### src/rtl/opseq_pkg.sv
package opseq_pkg;

  // Half of a slow cycle: operands are fetched first, results stored second.
  typedef enum logic {
    PH_FETCH = 1'b0,
    PH_STORE = 1'b1
  } phase_e;

endpackage

### src/rtl/opseq_rst_sync.sv
module opseq_rst_sync #(
  parameter int STAGES = 2
) (
  input  logic clk,
  input  logic rst_n,
  output logic rst_ni
);

  logic [STAGES-1:0] sync_q;
  logic [STAGES-1:0] sync_d;

  always_comb begin
    sync_d = {sync_q[STAGES-2:0], 1'b1};
  end

  always_ff @(posedge clk or negedge rst_n) begin
    if (!rst_n) begin
      sync_q <= '0;
    end else begin
      sync_q <= sync_d;
    end
  end

  assign rst_ni = sync_q[STAGES-1];

endmodule

### src/rtl/opseq_master.sv
module opseq_master
  import opseq_pkg::*;
#(
  parameter int GROUPS = 2,
  parameter int AW     = 8,
  parameter int OPW    = 4
) (
  input  logic                         clk,
  input  logic                         rst_ni,
  input  logic                         instr_valid,
  input  logic                         instr_indep,
  input  logic [GROUPS-1:0][AW-1:0]    instr_src,
  input  logic [GROUPS-1:0][AW-1:0]    instr_dst,
  input  logic [GROUPS-1:0][OPW-1:0]   instr_op,
  output phase_e                       phase,
  output logic                         adv,
  output logic [GROUPS-1:0]            iss_valid,
  output logic [GROUPS-1:0][AW-1:0]    iss_src,
  output logic [GROUPS-1:0][AW-1:0]    iss_dst,
  output logic [GROUPS-1:0][OPW-1:0]   iss_op
);

  phase_e                      phase_q, phase_d;
  logic [GROUPS-1:0]           valid_q, valid_d;
  logic [GROUPS-1:0][AW-1:0]   src_q, src_d;
  logic [GROUPS-1:0][AW-1:0]   dst_q, dst_d;
  logic [GROUPS-1:0][OPW-1:0]  op_q, op_d;

  // Per-group field selection according to the mode bit.
  logic [GROUPS-1:0][AW-1:0]   route_src;
  logic [GROUPS-1:0][AW-1:0]   route_dst;
  logic [GROUPS-1:0][OPW-1:0]  route_op;

  for (genvar g = 0; g < GROUPS; g++) begin : g_route
    assign route_src[g] = instr_indep ? instr_src[g] : instr_src[0];
    assign route_dst[g] = instr_indep ? instr_dst[g] : instr_dst[0];
    assign route_op[g]  = instr_indep ? instr_op[g]  : instr_op[0];
  end

  // The master stage moves only at the end of the store half.
  assign adv = (phase_q == PH_STORE);

  always_comb begin
    phase_d = (phase_q == PH_FETCH) ? PH_STORE : PH_FETCH;
    valid_d = valid_q;
    src_d   = src_q;
    dst_d   = dst_q;
    op_d    = op_q;
    if (adv) begin
      valid_d = {GROUPS{instr_valid}};
      src_d   = route_src;
      dst_d   = route_dst;
      op_d    = route_op;
    end
  end

  always_ff @(posedge clk or negedge rst_ni) begin
    if (!rst_ni) begin
      phase_q <= PH_FETCH;
      valid_q <= '0;
      src_q   <= '0;
      dst_q   <= '0;
      op_q    <= '0;
    end else begin
      phase_q <= phase_d;
      valid_q <= valid_d;
      src_q   <= src_d;
      dst_q   <= dst_d;
      op_q    <= op_d;
    end
  end

  assign phase     = phase_q;
  assign iss_valid = valid_q;
  assign iss_src   = src_q;
  assign iss_dst   = dst_q;
  assign iss_op    = op_q;

endmodule

### src/rtl/opseq_slave.sv
module opseq_slave
  import opseq_pkg::*;
#(
  parameter int AW   = 8,
  parameter int OPW  = 4,
  parameter int WORD = 48
) (
  input  logic            clk,
  input  logic            rst_ni,
  input  phase_e          phase,
  input  logic            adv,
  input  logic            iss_valid,
  input  logic [AW-1:0]   iss_src,
  input  logic [AW-1:0]   iss_dst,
  input  logic [OPW-1:0]  iss_op,
  output logic            mem_rd_en,
  output logic [AW-1:0]   mem_rd_addr,
  input  logic [WORD-1:0] mem_rd_data,
  output logic            mem_wr_en,
  output logic [AW-1:0]   mem_wr_addr,
  output logic [WORD-1:0] mem_wr_data,
  output logic            pe_valid,
  output logic [OPW-1:0]  pe_op,
  output logic [WORD-1:0] pe_opnd,
  input  logic [WORD-1:0] pe_res
);

  // Execute stage: what the elements work on during this slow cycle.
  logic            x_valid_q, x_valid_d;
  logic [AW-1:0]   x_dst_q, x_dst_d;
  logic [OPW-1:0]  x_op_q, x_op_d;
  logic [WORD-1:0] x_opnd_q, x_opnd_d;

  // Store stage: result waiting for the store half.
  logic            w_valid_q, w_valid_d;
  logic [AW-1:0]   w_dst_q, w_dst_d;
  logic [WORD-1:0] w_data_q, w_data_d;

  // Fetch half: read the operand word of the issued instruction.
  assign mem_rd_en   = iss_valid && (phase == PH_FETCH);
  assign mem_rd_addr = iss_src;

  always_comb begin
    x_valid_d = x_valid_q;
    x_dst_d   = x_dst_q;
    x_op_d    = x_op_q;
    x_opnd_d  = x_opnd_q;
    w_valid_d = w_valid_q;
    w_dst_d   = w_dst_q;
    w_data_d  = w_data_q;
    if (adv) begin
      x_valid_d = iss_valid;
      x_dst_d   = iss_dst;
      x_op_d    = iss_op;
      if (iss_valid) begin
        x_opnd_d = mem_rd_data;
      end
      w_valid_d = x_valid_q;
      w_dst_d   = x_dst_q;
      if (x_valid_q) begin
        w_data_d = pe_res;
      end
    end
  end

  always_ff @(posedge clk or negedge rst_ni) begin
    if (!rst_ni) begin
      x_valid_q <= 1'b0;
      x_dst_q   <= '0;
      x_op_q    <= '0;
      x_opnd_q  <= '0;
      w_valid_q <= 1'b0;
      w_dst_q   <= '0;
      w_data_q  <= '0;
    end else begin
      x_valid_q <= x_valid_d;
      x_dst_q   <= x_dst_d;
      x_op_q    <= x_op_d;
      x_opnd_q  <= x_opnd_d;
      w_valid_q <= w_valid_d;
      w_dst_q   <= w_dst_d;
      w_data_q  <= w_data_d;
    end
  end

  assign pe_valid = x_valid_q;
  assign pe_op    = x_op_q;
  assign pe_opnd  = x_opnd_q;

  // Store half: write the result of the previous execute cycle.
  assign mem_wr_en   = w_valid_q && (phase == PH_STORE);
  assign mem_wr_addr = w_dst_q;
  assign mem_wr_data = w_data_q;

endmodule

### src/rtl/opseq_dual_rate.sv
module opseq_dual_rate
  import opseq_pkg::*;
#(
  parameter int GROUPS = 2,
  parameter int LANES  = 3,
  parameter int DW     = 16,
  parameter int AW     = 8,
  parameter int OPW    = 4
) (
  input  logic                                 clk,
  input  logic                                 rst_n,
  input  logic                                 instr_valid,
  input  logic                                 instr_indep,
  input  logic [GROUPS-1:0][AW-1:0]            instr_src,
  input  logic [GROUPS-1:0][AW-1:0]            instr_dst,
  input  logic [GROUPS-1:0][OPW-1:0]           instr_op,
  output logic                                 mstr_tick,
  output logic [GROUPS-1:0]                    mem_rd_en,
  output logic [GROUPS-1:0][AW-1:0]            mem_rd_addr,
  input  logic [GROUPS-1:0][LANES*DW-1:0]      mem_rd_data,
  output logic [GROUPS-1:0]                    mem_wr_en,
  output logic [GROUPS-1:0][AW-1:0]            mem_wr_addr,
  output logic [GROUPS-1:0][LANES*DW-1:0]      mem_wr_data,
  output logic [GROUPS-1:0]                    pe_valid,
  output logic [GROUPS-1:0][OPW-1:0]           pe_op,
  output logic [GROUPS-1:0][LANES*DW-1:0]      pe_opnd,
  input  logic [GROUPS-1:0][LANES*DW-1:0]      pe_res
);

  localparam int WORD = LANES * DW;

  logic                        rst_ni;
  phase_e                      phase;
  logic                        adv;
  logic [GROUPS-1:0]           iss_valid;
  logic [GROUPS-1:0][AW-1:0]   iss_src;
  logic [GROUPS-1:0][AW-1:0]   iss_dst;
  logic [GROUPS-1:0][OPW-1:0]  iss_op;

  opseq_rst_sync #(.STAGES(2)) i_rst_sync (
    .clk    (clk),
    .rst_n  (rst_n),
    .rst_ni (rst_ni)
  );

  opseq_master #(
    .GROUPS (GROUPS),
    .AW     (AW),
    .OPW    (OPW)
  ) i_master (
    .clk         (clk),
    .rst_ni      (rst_ni),
    .instr_valid (instr_valid),
    .instr_indep (instr_indep),
    .instr_src   (instr_src),
    .instr_dst   (instr_dst),
    .instr_op    (instr_op),
    .phase       (phase),
    .adv         (adv),
    .iss_valid   (iss_valid),
    .iss_src     (iss_src),
    .iss_dst     (iss_dst),
    .iss_op      (iss_op)
  );

  for (genvar g = 0; g < GROUPS; g++) begin : g_slave
    opseq_slave #(
      .AW   (AW),
      .OPW  (OPW),
      .WORD (WORD)
    ) i_slave (
      .clk         (clk),
      .rst_ni      (rst_ni),
      .phase       (phase),
      .adv         (adv),
      .iss_valid   (iss_valid[g]),
      .iss_src     (iss_src[g]),
      .iss_dst     (iss_dst[g]),
      .iss_op      (iss_op[g]),
      .mem_rd_en   (mem_rd_en[g]),
      .mem_rd_addr (mem_rd_addr[g]),
      .mem_rd_data (mem_rd_data[g]),
      .mem_wr_en   (mem_wr_en[g]),
      .mem_wr_addr (mem_wr_addr[g]),
      .mem_wr_data (mem_wr_data[g]),
      .pe_valid    (pe_valid[g]),
      .pe_op       (pe_op[g]),
      .pe_opnd     (pe_opnd[g]),
      .pe_res      (pe_res[g])
    );
  end

  assign mstr_tick = (phase == PH_STORE);

endmodule

### config.mk
export PLATFORM = sky130hd
export DESIGN_NAME = opseq_dual_rate
export DESIGN_NICKNAME = d
export VERILOG_FILES = /design/src/rtl/opseq_pkg.sv /design/src/rtl/opseq_rst_sync.sv /design/src/rtl/opseq_master.sv /design/src/rtl/opseq_slave.sv /design/src/rtl/opseq_dual_rate.sv
export SDC_FILE = /design/constraint.sdc
export NUM_CORES = 1
export LEC_CHECK = 0
export BUFFER_PORTS_ARGS = -buffer_cell sky130_fd_sc_hd__buf_2
export CAP_MARGIN = 0
export CORE_AREA = 2 2 187 189
export CTS_CLUSTER_SIZE = 30
export DETAILED_ROUTE_END_ITERATION = 7
export DIE_AREA = 0 0 189 191
export PLACE_DENSITY_LB_ADDON = 0.3
export RECOVER_POWER = 25
export SLEW_MARGIN = 20
export SYNTH_ARGS = -nofsm -noshare
export SYNTH_HDL_FRONTEND = slang
export SYNTH_SLANG_ARGS = --single-unit
### constraint.sdc
create_clock -name clk -period 11.6 [get_ports clk]
set_clock_uncertainty 0.05 [all_clocks]
set_input_delay 2.32 -clock clk [delete_from_list [all_inputs] [get_ports clk]]
set_output_delay 2.32 -clock clk [all_outputs]
set_load 0.01 [all_outputs]
======== After elaboration in Yosys (flattened, before gate mapping) ========
Index checks and enable logic that the tools add are counted.
cells by class
  mux-type cells .......................... 4
  bitwise gates (word level) .............. 1
  reductions and logical operators ........ 8
operators by type and width
  cell                 count
  $mux W8              2
  $reduce_and A2 Y1    4
  $logic_and A1 B1 Y1  4
  $mux W4              1
  $mux W1              1
  $not A1 Y1           1
storage, ports and cells
  register bits after elaboration ......... 280
  input bits .............................. 236
  output and inout bits ................... 239

======== Longest topological paths before layout ========
  word-level depth ........................ 2
  mapped depth ............................ 6

======== Cells and area by module ========
Synthesis repeated with hierarchy kept, for this count alone.
second synthesis, totals
  cells, all modules ...................... 664
  area, all modules ....................... 10,931.7 um2
modules (own cells, without submodules)
  module          instances  cells an instance  area an instance (um2)  sequential area each (um2)
  opseq_slave     2          263                4,521.8                 2,952.8
  opseq_master    1          135                1,834.3                 1,051.0
  opseq_rst_sync  1          3                  53.8                    50.0

======== Least setup slack after synthesis ========
Ideal clock, no wire load.
  kind .................................... register to output
  from .................................... register i_master.phase_q, in the netlist i_master.adv
  to ...................................... output mem_wr_en[0]
  arrival time ............................ 1,173 ps
  data required time ...................... 9,230 ps
  slack ................................... 8,057 ps
  cell stages (with the launch flop) ...... 7
  buffers on the path ..................... 4
  path through ............................ dfrtp_1 buf_4 buf_4 buf_2 inv_1 nor2_1 buf_4
between the ends
  word-level cells in the longest chain between the ends .. 1
ends and longest elaborated chain
  what                    RTL line               source
  start, declared         opseq_master.sv:23     phase_e phase_q, phase_d;
  start signal, assigned  opseq_master.sv:65     phase_q <= phase_d;
  $logic_and A1 B1 Y1     opseq_slave.sv:91      assign mem_wr_en = w_valid_q && (phase == PH_STORE);
  end, declared           opseq_dual_rate.sv:21  output logic [GROUPS-1:0] mem_wr_en,
Every way passes these cells.

======== Final worst setup path ========
Same ends and word-level chain as after synthesis.

==> results_dict.tcl <==
set metrics [dict create \
    run_status "complete, but fails checks" \
    violations "capacitance limit, slew limit" \
    initialDrtViolationCount 158 \
    postLayoutCellArea_mm2 0.01426 \
    max_freq_ghz 0.1402 \
    antenna_found_initial 3 \
    cap_violations 5 \
    dieArea_mm2 0.03610 \
    ant_nets 0 \
    dieHeight_um 191 \
    routedWlPerCell_um 16.84 \
    clock_latency_ns 0.55 \
    post_cts_buffers 0 \
    hold_violations 0 \
    placed_cells 1536 \
    cp-end-kind "output pin" \
    grt_pass1_wl_um 39940 \
    final_cells 1593 \
    drc 0 \
    ys_types 16 \
    cp_max_fo 64 \
    wl_um 26830 \
    place.port_buffers 474 \
    ys_seq_area_share_pct 66.29 \
    synth_nets 877 \
    fp.coreArea_mm2 0.03412 \
    p_per_area_mw_per_mm2 166.2 \
    drive_gt1_share_pct 63.32 \
    slew_headroom_pct -164.4 \
    fin_setup_tns_ns 0 \
    grt_pass1_vias 7028 \
    cts-root-buf "clkbuf_16" \
    grt_usage_pct 14.01 \
    start_util_pct 30.76 \
    final_nets 1349 \
    clk_pin_slew_ns 0.06 \
    grt_max_degree 79 \
    cts_inserted_buffers 30 \
    dr_total_vias 6926 \
    fillers 3287 \
    post-route-period-util_pct 61.47 \
    dp_hpwl_um 19470 \
    dr.pass1.iters 5 \
    syn_inst 641 \
    synthToLayoutAreaGrowth_pct 35.88 \
    rows 68 \
    clockBufferDepth 3 \
    chipWidth_um 189 \
    gp_congestion 0.7547 \
    gr-total-overflow 0 \
    period_minus_slack_ns 7.130 \
    cp-start-kind "flip-flop" \
    ys_ff_latch 278 \
    holdCritPathClass "reg2reg" \
    cp_data_arrival_time_ns 4.76 \
    tightest_slew_ns 3.967 \
    path_class "reg2out" \
    io_pins 475 \
    cts_tree "yes" \
    avgSynthCellArea_um2 16.37 \
    rsz0062_at_grt "false" \
    required_ns 9.23 \
    ys.warnings.count 0 \
    cts_max_level 1 \
    cts_hold_buf 0 \
    drv_slew 315 \
    finalSetupViolCount 0 \
    viasPerCell 4.348 \
    leakagePower_nw 6.903 \
    cts_resized 0 \
    cts_sinks 278 \
    dpl_cell_area_mm2 0.01323 \
    syn_area_mm2 0.01049 \
    irDropWorstVdd_v 0.0001441 \
]
[cell usage after synthesis (all sizes together)]
| master | n | area share (%) |
|---|---|---|
| mux2i | 20 | 1.9 |
| clkbuf | 1 | 0.036 |
| conb | 1 | 0.036 |
| mux2 | 252 | 27 |
| buf | 39 | 2.5 |
| o21ai | 2 | 0.095 |
| nor2 | 21 | 0.75 |
| dfrtp | 278 | 66 |
| nand2 | 2 | 0.12 |
| a21oi | 20 | 0.95 |
| a21o | 1 | 0.072 |
| nor2b | 1 | 0.060 |
| inv | 3 | 0.11 |
[sequential cells by signal, indices dropped and copies added (netlist names), 2 cells and up]
signal / cells
i_master.iss_src: 16
g_slave.i_slave.mem_wr_addr: 16
i_rst_sync.sync_q: 2
i_master.iss_dst: 16
i_master.iss_op: 8
g_slave.i_slave.mem_wr_data: 96
g_slave.i_slave.x_dst_q: 16
g_slave.i_slave.pe_op: 8
g_slave.i_slave.pe_opnd: 96
[critical path, cell delays in order, from the launching register on]
cell and delay [ns]:
dfrtp_1 1.42, clkbuf_1 2.18, inv_1 0.20, nor2_1 0.22
buf_2 0.15
[per-stage QoR]
stage               total power, W  worst slack [ns]  hold slack [ns]  utilization (%)
global placement          0.001384             7.329           0.2887            38.77
floorplan                 0.001238             3.229           0.2812                -
global route              0.002484             4.025           0.3181            41.79
detailed placement        0.001391             7.346           0.2887            38.77
finish                    0.002369             4.470           0.3039            41.79
CTS                       0.002414             6.732           0.3095            41.85
[area by class of cell]
cell class | instances | area (µm²) | share of cell area, %
clock buffer | 43 | 870.8 | 6.107
clock inverter | 13 | 180.2 | 1.264
inverter | 3 | 11.26 | 0.07897
timing repair buffer | 480 | 2409 | 16.89
multi-input combinational | 320 | 3259 | 22.86
antenna | 1 | 2.502 | 0.01755
sequential | 278 | 6957 | 48.79
tap | 455 | 569.3 | 3.993
[report_power, final]
group          internal, W  total [W]  switching [W]
Combinational     0.000136   0.000266       0.000129
Clock             0.000611    0.00100       0.000393
Sequential         0.00106    0.00110      0.0000447
[routing by layer]
layer	global-route usage [%]	wire length [µm]	up-vias
met4	4.537	765	6
met3	3.451	1841	45
li1	-	-	3187
met1	16.74	10460	3408
met5	0	34	-
met2	24.73	13730	280
[final timing paths]
kind                                      startpoint                        endpoint  slack, ns  cells past startpoint
min in group asynchronous       i_rst_sync.sync_q[1]             i_master.iss_src[3]       0.91                      0
worst min-delay path            i_rst_sync.sync_q[0]            i_rst_sync.sync_q[1]       0.30                      0
max in group asynchronous       i_rst_sync.sync_q[1]  g_slave[0].i_slave.pe_opnd[32]       5.86                      1
worst max register to register          i_master.adv  g_slave[0].i_slave.pe_opnd[21]       5.56                      4
worst min register to register  i_rst_sync.sync_q[0]            i_rst_sync.sync_q[1]       0.30                      0
worst max-delay path                    i_master.adv                    mem_wr_en[0]       4.47                      4
[cell families (layout without fill, tap and decap cells)]
family          Yosys count  in the layout  synth area share [%]
flops                   278            278                 66.29
mux                     272            272                 28.95
buf+inv                  43            539                 2.671
simple gates             24             24                0.9301
compound gates           23             23                 1.121
other cells               1              2               0.03574
[cell usage in the layout (no fill, tap or decap), types with 2 or more instances in the layout]
master,netlist,routed
a21oi_1,20,20
buf_2,23,473
buf_4,8,2
bufinv_16,0,4
clkbuf_1,1,11
clkbuf_16,0,31
clkbuf_8,0,5
clkinv_2,0,4
clkinvlp_4,0,3
dfrtp_1,278,278
inv_1,3,3
mux2_1,58,58
mux2_2,194,194
mux2i_1,20,20
nor2_1,21,21
o21ai_0,2,2
No activity file was read; power rests on OpenSTA's default activity.
